[src/rtl/gie_pkg.sv]
package gie_pkg;
  localparam int DEF_NUM_GRP = 12;
  localparam int DEF_GRP_W   = 8;
  localparam int ADDR_W      = 6;
  localparam int DATA_W      = 16;
  localparam logic [1:0] SPC_GEN = 2'd0;
  localparam logic [1:0] SPC_GFL = 2'd1;
  localparam logic [1:0] SPC_TOP = 2'd2;
  localparam logic [3:0] TOP_CEN = 4'd0;
  localparam logic [3:0] TOP_CFL = 4'd1;
  localparam logic [3:0] TOP_ACK = 4'd2;
  localparam logic [3:0] TOP_GMK = 4'd3;
endpackage

[src/rtl/gie_grp_unit.sv]
module gie_grp_unit #(
  parameter int GRP_W = 8,
  localparam int IDX_W = $clog2(GRP_W)
) (
  input  logic             clk_i,
  input  logic             rst_ni,
  input  logic [GRP_W-1:0] req_i,
  input  logic             en_we_i,
  input  logic [GRP_W-1:0] en_wdata_i,
  input  logic [GRP_W-1:0] flg_set_i,
  input  logic             take_i,
  input  logic             ack_i,
  output logic [GRP_W-1:0] en_o,
  output logic [GRP_W-1:0] flg_o,
  output logic             req_o,
  output logic [IDX_W-1:0] idx_o
);
  logic [GRP_W-1:0] req_q, rise, pend, clr;

  assign rise = req_i & ~req_q;
  assign pend = flg_o & en_o;
  assign req_o = (|pend) & ~ack_i;

  always_comb begin
    idx_o = '0;
    for (int i = GRP_W - 1; i >= 0; i--)
      if (pend[i]) idx_o = IDX_W'(i);
  end

  assign clr = take_i ? (GRP_W'(1) << idx_o) : '0;

  always_ff @(posedge clk_i or negedge rst_ni) begin
    if (!rst_ni) begin
      req_q <= '0;
      en_o  <= '0;
      flg_o <= '0;
    end else begin
      req_q <= req_i;
      if (en_we_i) en_o <= en_wdata_i;
      // new event wins over the take-clear of the same bit
      flg_o <= (flg_o & ~clr) | rise | flg_set_i;
    end
  end


  edge_latch_chk: assert property (@(posedge clk_i) disable iff (!rst_ni)
    1'b1 |=> ((flg_o & $past(rise)) == $past(rise)));
endmodule

[src/rtl/gie_cpu_stage.sv]
module gie_cpu_stage #(
  parameter int NUM_GRP = 12,
  localparam int SEL_W = $clog2(NUM_GRP)
) (
  input  logic               clk_i,
  input  logic               rst_ni,
  input  logic [NUM_GRP-1:0] grp_req_i,
  input  logic               en_we_i,
  input  logic [NUM_GRP-1:0] en_wdata_i,
  input  logic [NUM_GRP-1:0] flg_set_i,
  input  logic               gmask_we_i,
  input  logic               gmask_wdata_i,
  input  logic               take_i,
  output logic [NUM_GRP-1:0] en_o,
  output logic [NUM_GRP-1:0] flg_o,
  output logic               gmask_o,
  output logic [NUM_GRP-1:0] irq_o,
  output logic               valid_o,
  output logic [SEL_W-1:0]   sel_o
);
  logic [NUM_GRP-1:0] clr;

  assign irq_o   = flg_o & en_o & {NUM_GRP{~gmask_o}};
  assign valid_o = |irq_o;

  always_comb begin
    sel_o = '0;
    for (int g = NUM_GRP - 1; g >= 0; g--)
      if (irq_o[g]) sel_o = SEL_W'(g);
  end

  assign clr = (take_i && valid_o) ? (NUM_GRP'(1) << sel_o) : '0;

  always_ff @(posedge clk_i or negedge rst_ni) begin
    if (!rst_ni) begin
      en_o    <= '0;
      flg_o   <= '0;
      gmask_o <= 1'b1;
    end else begin
      if (en_we_i)    en_o    <= en_wdata_i;
      if (gmask_we_i) gmask_o <= gmask_wdata_i;
      // take-clear wins over set
      flg_o <= (flg_o | grp_req_i | flg_set_i) & ~clr;
    end
  end


  take_clr_chk: assert property (@(posedge clk_i) disable iff (!rst_ni)
    take_i && valid_o |=> !flg_o[$past(sel_o)]);

  gmask_chk: assert property (@(posedge clk_i) disable iff (!rst_ni)
    gmask_o |-> !valid_o);
endmodule

[src/rtl/gie_top.sv]
module gie_top
  import gie_pkg::*;
#(
  parameter int NUM_GRP = DEF_NUM_GRP,
  parameter int GRP_W   = DEF_GRP_W,
  localparam int NUM_SRC = NUM_GRP * GRP_W,
  localparam int ID_W    = $clog2(NUM_SRC),
  localparam int SEL_W   = $clog2(NUM_GRP),
  localparam int IDX_W   = $clog2(GRP_W)
) (
  input  logic               clk_i,
  input  logic               rst_ni,
  input  logic [NUM_SRC-1:0] req_i,
  input  logic               reg_we_i,
  input  logic [ADDR_W-1:0]  reg_addr_i,
  input  logic [DATA_W-1:0]  reg_wdata_i,
  output logic [DATA_W-1:0]  reg_rdata_o,
  input  logic               take_i,
  output logic [NUM_GRP-1:0] irq_o,
  output logic               irq_valid_o,
  output logic [ID_W-1:0]    irq_id_o
);
  logic [1:0] spc;
  logic [3:0] sub;
  logic [NUM_GRP-1:0] grp_req, ack_q, cen, cfl;
  logic [GRP_W-1:0]   gen [NUM_GRP];
  logic [GRP_W-1:0]   gfl [NUM_GRP];
  logic [IDX_W-1:0]   gidx [NUM_GRP];
  logic [SEL_W-1:0]   sel;
  logic               gmask, take_fire;

  assign spc = reg_addr_i[5:4];
  assign sub = reg_addr_i[3:0];
  assign take_fire = take_i & irq_valid_o;

  for (genvar g = 0; g < NUM_GRP; g++) begin : g_grp
    logic hit;
    assign hit = reg_we_i && (sub == 4'(g));
    gie_grp_unit #(.GRP_W(GRP_W)) u_grp (
      .clk_i, .rst_ni,
      .req_i      (req_i[g*GRP_W +: GRP_W]),
      .en_we_i    (hit && spc == SPC_GEN),
      .en_wdata_i (reg_wdata_i[GRP_W-1:0]),
      .flg_set_i  ((hit && spc == SPC_GFL) ? reg_wdata_i[GRP_W-1:0] : '0),
      .take_i     (take_fire && sel == SEL_W'(g)),
      .ack_i      (ack_q[g]),
      .en_o       (gen[g]),
      .flg_o      (gfl[g]),
      .req_o      (grp_req[g]),
      .idx_o      (gidx[g])
    );
  end

  logic top_we;
  assign top_we = reg_we_i && spc == SPC_TOP;

  gie_cpu_stage #(.NUM_GRP(NUM_GRP)) u_cpu (
    .clk_i, .rst_ni,
    .grp_req_i     (grp_req),
    .en_we_i       (top_we && sub == TOP_CEN),
    .en_wdata_i    (reg_wdata_i[NUM_GRP-1:0]),
    .flg_set_i     ((top_we && sub == TOP_CFL) ? reg_wdata_i[NUM_GRP-1:0] : '0),
    .gmask_we_i    (top_we && sub == TOP_GMK),
    .gmask_wdata_i (reg_wdata_i[0]),
    .take_i        (take_i),
    .en_o          (cen),
    .flg_o         (cfl),
    .gmask_o       (gmask),
    .irq_o         (irq_o),
    .valid_o       (irq_valid_o),
    .sel_o         (sel)
  );

  assign irq_id_o = ID_W'(sel) * ID_W'(GRP_W) + ID_W'(gidx[sel]);

  always_ff @(posedge clk_i or negedge rst_ni) begin
    if (!rst_ni) ack_q <= '0;
    else begin
      logic [NUM_GRP-1:0] nxt;
      nxt = ack_q;
      if (top_we && sub == TOP_ACK) nxt = nxt & ~reg_wdata_i[NUM_GRP-1:0];
      if (take_fire) nxt[sel] = 1'b1;
      ack_q <= nxt;
    end
  end

  always_comb begin
    reg_rdata_o = '0;
    unique case (spc)
      SPC_GEN: if (sub < 4'(NUM_GRP)) reg_rdata_o = DATA_W'(gen[sub]);
      SPC_GFL: if (sub < 4'(NUM_GRP)) reg_rdata_o = DATA_W'(gfl[sub]);
      SPC_TOP: begin
        case (sub)
          TOP_CEN: reg_rdata_o = DATA_W'(cen);
          TOP_CFL: reg_rdata_o = DATA_W'(cfl);
          TOP_ACK: reg_rdata_o = DATA_W'(ack_q);
          TOP_GMK: reg_rdata_o = DATA_W'(gmask);
          default: reg_rdata_o = '0;
        endcase
      end
      default: reg_rdata_o = '0;
    endcase
  end


  ack_set_chk: assert property (@(posedge clk_i) disable iff (!rst_ni)
    take_fire |=> ack_q[$past(sel)]);
endmodule

[config.mk]
export PLATFORM = sky130hd
export DESIGN_NAME = gie_top
export DESIGN_NICKNAME = d
export VERILOG_FILES = /design/src/rtl/gie_pkg.sv /design/src/rtl/gie_grp_unit.sv /design/src/rtl/gie_cpu_stage.sv /design/src/rtl/gie_top.sv
export SDC_FILE = /design/constraint.sdc
export NUM_CORES = 1
export LEC_CHECK = 0
export BUFFER_PORTS_ARGS = -buffer_cell sky130_fd_sc_hd__buf_4
export CORE_UTILIZATION = 50
export CTS_CLUSTER_DIAMETER = 40
export DETAILED_ROUTE_END_ITERATION = 12
export HOLD_SLACK_MARGIN = 0.02
export PLACE_DENSITY = 0.69
export SLEW_MARGIN = 40
export SYNTH_ARGS = -nofsm -noshare
export SYNTH_HDL_FRONTEND = slang
export SYNTH_SLANG_ARGS = --single-unit
[constraint.sdc]
create_clock -name clk_i -period 6.3 [get_ports clk_i]
set_input_delay 0.63 -clock clk_i [delete_from_list [all_inputs] [get_ports clk_i]]
set_output_delay 0.63 -clock clk_i [all_outputs]
set_load 0.01 [all_outputs]
* Yosys cells after proc, flatten, opt, wreduce, memory -nomap -nowiden
Cells that the tools add are included.
** Storage, ports and cells
- Output and inout bits :: 36
- Logic and storage cells :: 426
- Register bits after elaboration :: 325
- Input bits :: 122
** Cells by class
- Add/sub/neg operators :: 1
- Multiplexer cells :: 151
- Equal/unequal tests :: 24
- $lt $le $gt $ge :: 5
- Bitwise gates (word level) :: 121
- Shift-type cells :: 13
- Reductions and logical operators :: 71
** Operator list (number)
- 2-to-1 mux 3 bit :: 98
- AND 8 bit :: 36
- 2-to-1 mux 8 bit :: 30
- NOT 8 bit :: 24
- OR 8 bit :: 24
- OR reduction 8 bit :: 12
- left shift 1 x 3 -> 8 bit (first input constant) :: 12
- binary-select mux 8 bit (select 4 bit) :: 2
- logical AND 1 bit :: 55
- AND 12 bit :: 4
- 2-to-1 mux 12 bit :: 4
- 2-to-1 mux 4 bit :: 12
- case mux 12 bit (4 select lines) :: 1
- case mux 16 bit (3 select lines) :: 1
- OR 12 bit :: 3
- == test 4 x 3 -> 1 bit (second input constant) :: 8
- == test 4 bit (second input constant) :: 8
- NOT 12 bit :: 2
- == test 4 x 2 -> 1 bit (second input constant) :: 4
- AND 1 bit :: 13
- NOT 1 bit :: 13
- binary-select mux 3 bit (select 4 bit) :: 1
- OR reduction 12 bit :: 1
- left shift 1 x 4 -> 12 bit (first input constant) :: 1
- 13 further kinds :: 17

* Longest topological paths before layout
- Depth in word-level cells :: 21
- Mapped depth :: 11
- Depth with buffers taken out :: 8

* Cells and area by module
Synthesis repeated with hierarchy kept, for this count alone.
** Unflattened totals
- Cell total of the unflattened synthesis :: 1693
- Area, all modules :: 17384.2 um^2
** By module, submodules not included
- gie_grp_unit :: times used 12, cells each 89, seq. area each 600.6 um^2, area each 1014.7 um^2
- gie_top :: times used 1, cells each 505, seq. area each 300.3 um^2, area each 3946.3 um^2
- gie_cpu_stage :: times used 1, cells each 120, seq. area each 626.9 um^2, area each 1261.2 um^2

* Worst setup path before layout
No wires, ideal clock.
- Kind :: register -> output
- Start :: register u_cpu.gmask_o
- End :: output irq_id_o[0]
- Data required time :: 5670 ps
- Path buffers :: 2
- Slack :: 3108 ps
- Arrival time :: 2562 ps
- Stages on the path, launching flop included :: 10
- Path through :: dfstp_2 buf_4 and3b_1 o2bb2ai_1 a311o_1 nand2b_1 buf_2 mux2_2 o211a_1 o32ai_1
** On the way
- Cells in the longest elaborated chain, start to end :: 19
** RTL lines
- start: declaration :: RTL line gie_cpu_stage.sv:16 : output logic gmask_o,
- start signal: assignment :: RTL line gie_cpu_stage.sv:41 : if (gmask_we_i) gmask_o <= gmask_wdata_i;
- NOT 1 bit :: RTL line gie_cpu_stage.sv:23 : assign irq_o = flg_o & en_o & {NUM_GRP{~gmask_o}};
- AND 12 bit :: RTL line gie_cpu_stage.sv:23
- via irq_o[11] :: RTL line gie_top.sv:19 : output logic [NUM_GRP-1:0] irq_o,
- 2-to-1 mux 4 bit (12 in a row) :: RTL line gie_cpu_stage.sv:29 : if (irq_o[g]) sel_o = SEL_W'(g);
- NOT 4 -> 5 bit (not written as such) :: RTL line gie_top.sv:74 : assign irq_id_o = ID_W'(sel) * ID_W'(GRP_W) + ID_W'(gidx[sel]);
- binary-select mux 3 bit (select 4 bit) :: RTL line gie_top.sv:74
- 2-to-1 mux 3 bit (not written as such) (2 in a row) :: RTL line gie_top.sv:74
- adder 7 x 3 -> 7 bit :: RTL line gie_top.sv:74
- end: declaration :: RTL line gie_top.sv:21 : output logic [ID_W-1:0] irq_id_o
The timed path passes the listed nets, and every way through them passes these cells. The select of a mux whose other input is x is not followed.

* Worst setup path in the final report
- Start :: register u_cpu.gmask_o
- End :: output irq_id_o[0]
** On the way
- Cells in the longest elaborated chain, start to end :: 19
** RTL lines (RTL line)
- NOT 1 bit * :: gie_cpu_stage.sv:23
- AND 12 bit * :: gie_cpu_stage.sv:23
- 2-to-1 mux 4 bit (11 in a row) :: gie_cpu_stage.sv:29
- 2-to-1 mux 4 bit * :: gie_cpu_stage.sv:29
- NOT 4 -> 5 bit (not written as such) * :: gie_top.sv:74
- binary-select mux 3 bit (select 4 bit) * :: gie_top.sv:74
- 2-to-1 mux 3 bit (not written as such) * (2 in a row) :: gie_top.sv:74
- adder 7 x 3 -> 7 bit * :: gie_top.sv:74
Mark *: on every way between the ends. The rest lies on a longest branch, timed or not. The select of a mux whose other input is x is not followed.

==> run summary <==
HP Class = in -> reg
CTS sink count = 325
Crit path max fanout = 18
Net Sw Frac = 30.7%
CTS Buf Count = 47
Vias per cell = 6.43
Post-route ant nets = 0
Seq/Total Area, Yosys = 49.9%
Die Span X = 183 µm
Mapped Area = 0.0163 mm²
Worst-path clk slew = 60 ps
Die Y = 183 µm
First-pass GRT wire length = 80500 µm
Filler Cell Count = 2601
Wirelength per Cell = 25.4 µm
Worst-margin pin slew = 824 ps
Clk_lat worst skew = 570 ps
Cell Area, Placed = 0.0178 mm²
Worst-case vdd ir drop = 243 µV
Top post-synthesis cells by area = dfrtp_1, mux2_2, mux4_2
DRT iter0 DRCs = 1789
Pre-CTS WS = 2210 ps
Final-report hold violation count = 0
Core ar. = 0.0318 mm²
Finished Cell Area = 0.0195 mm²
Clock Skew = 22.2 ps
Root Driver = clkbuf_16
Vias in the first global route = 13186
Setup_tns = 0 ps
Combinational power share = 20.3%
PD cells = 337 mW/mm²
Final wirelength = 53100 µm
Gpl congestion = 0.962
Diodes inserted = 0
Vias = 13409
WP data arrival = 4110 ps
Residual DRC = 0
I/O Buffers = 149
Die Area = 0.0334 mm²
Clk pwr share = 42.6%
Max-slew violations = 0
Placement row count = 65
Sequential share of power = 37.1%
Predominant post-synthesis flop cell = dfrtp_1
H-Tree Depth = 2
Cells after Synth = 1474
Slew HR = 44.3%
Psw = 2.02 mW
CTS tree = yes
Io pins = 158
Post-synthesis cell type count = 68
GRT Util Overall = 32.5%
Largest net degree at the start of global routing = 142
CTS Buffer Depth = 3
Postcts setup bufs = 0
Commonest non-fill, non-tap cell in the layout = dfrtp_1
Commonest non-fill, non-tap cells in the layout = dfrtp_1, nand2_1, buf_4, mux2_2, nor2b_1
Setup Viol. Count Final = 0
Number of antenna violations at the first check in global routing = 0
Synth top area share = 49.7%
Share of cells above drive strength 1 = 25.3%
Final Non-Filler Cells = 2087
Grt ovf = 0
Area growth, synth to finish = 19.7%
Worst EP required = 5670 ps
Leading area contributor after synthesis = dfrtp_1
Initial Utilization = 51.3%
Detailed Routing Iterations Pass 1 = 6
Internal power = 4.56 mW
Max-capacitance violation count = 0
Syn. warnings = 0
Final period utilization = 75.3%
Endpoint type of the worst setup path = output port
Syn_area_per_cell = 11.1 µm²
Pleak = 8.08 nW
Fin nets = 1738
Post-synth EDFFs = 0
Fmax = 211 MHz
#FFs+latches synth = 325
Status = finished clean
RSZ-0062 raised after global routing = no
Min Tclk post-route = 4740 ps
Placed cells = 2001
HPWL after DPL = 37800 µm
Final setup margin = 1560 ps
Worst setup path class = reg -> out
Async SR Flop Fraction = 100%
Critical Path Source Type = register
## Yosys cell counts (13+ instances only)
| cell | instances |
|---|---|
| dfrtp_1 | 324 |
| nand2_1 | 218 |
| mux2_2 | 111 |
| nor2b_1 | 108 |
| a221o_1 | 84 |
| nor2_1 | 77 |
| a21oi_1 | 70 |
| mux4_2 | 49 |
| o21ai_0 | 47 |
| nand3_1 | 40 |
| clkbuf_1 | 36 |
| a22oi_1 | 31 |
| mux2i_1 | 30 |
| buf_1 | 18 |
| nand2b_1 | 17 |
| and3_1 | 16 |
| nor3_1 | 14 |
| a22o_1 | 13 |
| nand4_1 | 13 |
## area by class of cell
class,count,area (µm²),share of cell area [%]
clock buffers,57,1280,6.58
clock inverters,28,397,2.03
inverters,10,37.5,0.192
multi-input cells,1076,7910,40.5
flip-flops and latches,325,8130,41.7
well taps,435,544,2.79
repair buffers,156,1220,6.25
## cell families (layout without fill, tap and decap cells)
group,count (synthesis),count (layout),share of synthesized area (%)
buf+inv,76,251,1.92
mux,190,190,16.3
flops,325,325,49.9
simple gates,549,549,16.4
compound gates,333,333,15.5
other cells,1,4,0.0230
## power by group through the flow
stage	clock network, mW	logic (mW)	registers (mW)
after global placement	0	1.27	2.46
after floorplan	0	0.839	2.39
after detailed placement	0	1.30	2.47
final	2.80	1.33	2.44
after global routing	2.92	1.43	2.46
after CTS	2.82	1.31	2.43
## routing by layer
metal / vias up / global-route usage, % / share of wire (%)
met4: 0 / 13.6 / 4.2
met2: 821 / 49.4 / 45
met1: 6623 / 46.1 / 41
met5: - / 0 / 0
met3: 146 / 5.89 / 10
li1: 5819 / - / -
## state kept, by name, indices dropped and copies added, names as in the netlist
name / count
g_grp.u_grp.en_o: 96
g_grp.u_grp.flg_o: 96
g_grp.u_grp.req_q: 96
ack_q: 12
u_cpu.en_o: 12
u_cpu.flg_o: 12
u_cpu.gmask_o: 1
## timing repair
action | CTS | global route
gates resized for setup | 0 | 0
hold buffers | 1 | 0
endpoints found under the hold margin | 42 | 0
## stage by stage
stage | hold slack (ps) | power [mW] | util [%]
floorplan | 334 | 3.23 | -
global placement | 486 | 3.73 | 55.9
detailed placement | 489 | 3.76 | 56.0
CTS | 163 | 6.56 | 61.4
global route | 161 | 6.81 | 61.4
finish | 173 | 6.57 | 61.4
## final timing paths
check | start | depth (start not counted) | to | slack [ps]
worst max-delay path | u_cpu.gmask_o | 9 | irq_id_o[0] | 1560
worst min-delay path | req_i[69] | 1 | g_grp[8].u_grp.req_q[5] | 170
worst max register to register | u_cpu.gmask_o | 8 | g_grp[3].u_grp.flg_o[3] | 2840
worst min register to register | ack_q[4] | 1 | ack_q[4] | 510
max in group asynchronous | rst_ni | 3 | g_grp[3].u_grp.req_q[7] | 4590
min in group asynchronous | rst_ni | 2 | g_grp[5].u_grp.req_q[1] | 580
## critical path, cell delays in order (launching register included)
cell and delay, ps:
dfstp_2 730, and3b_1 250, o2bb2ai_1 170, a311o_1 430, nand2b_1 360, buf_4 300
mux2_2 390, o211a_1 250, o32ai_1 440, buf_4 210
(Power assumes the default switching activity.)
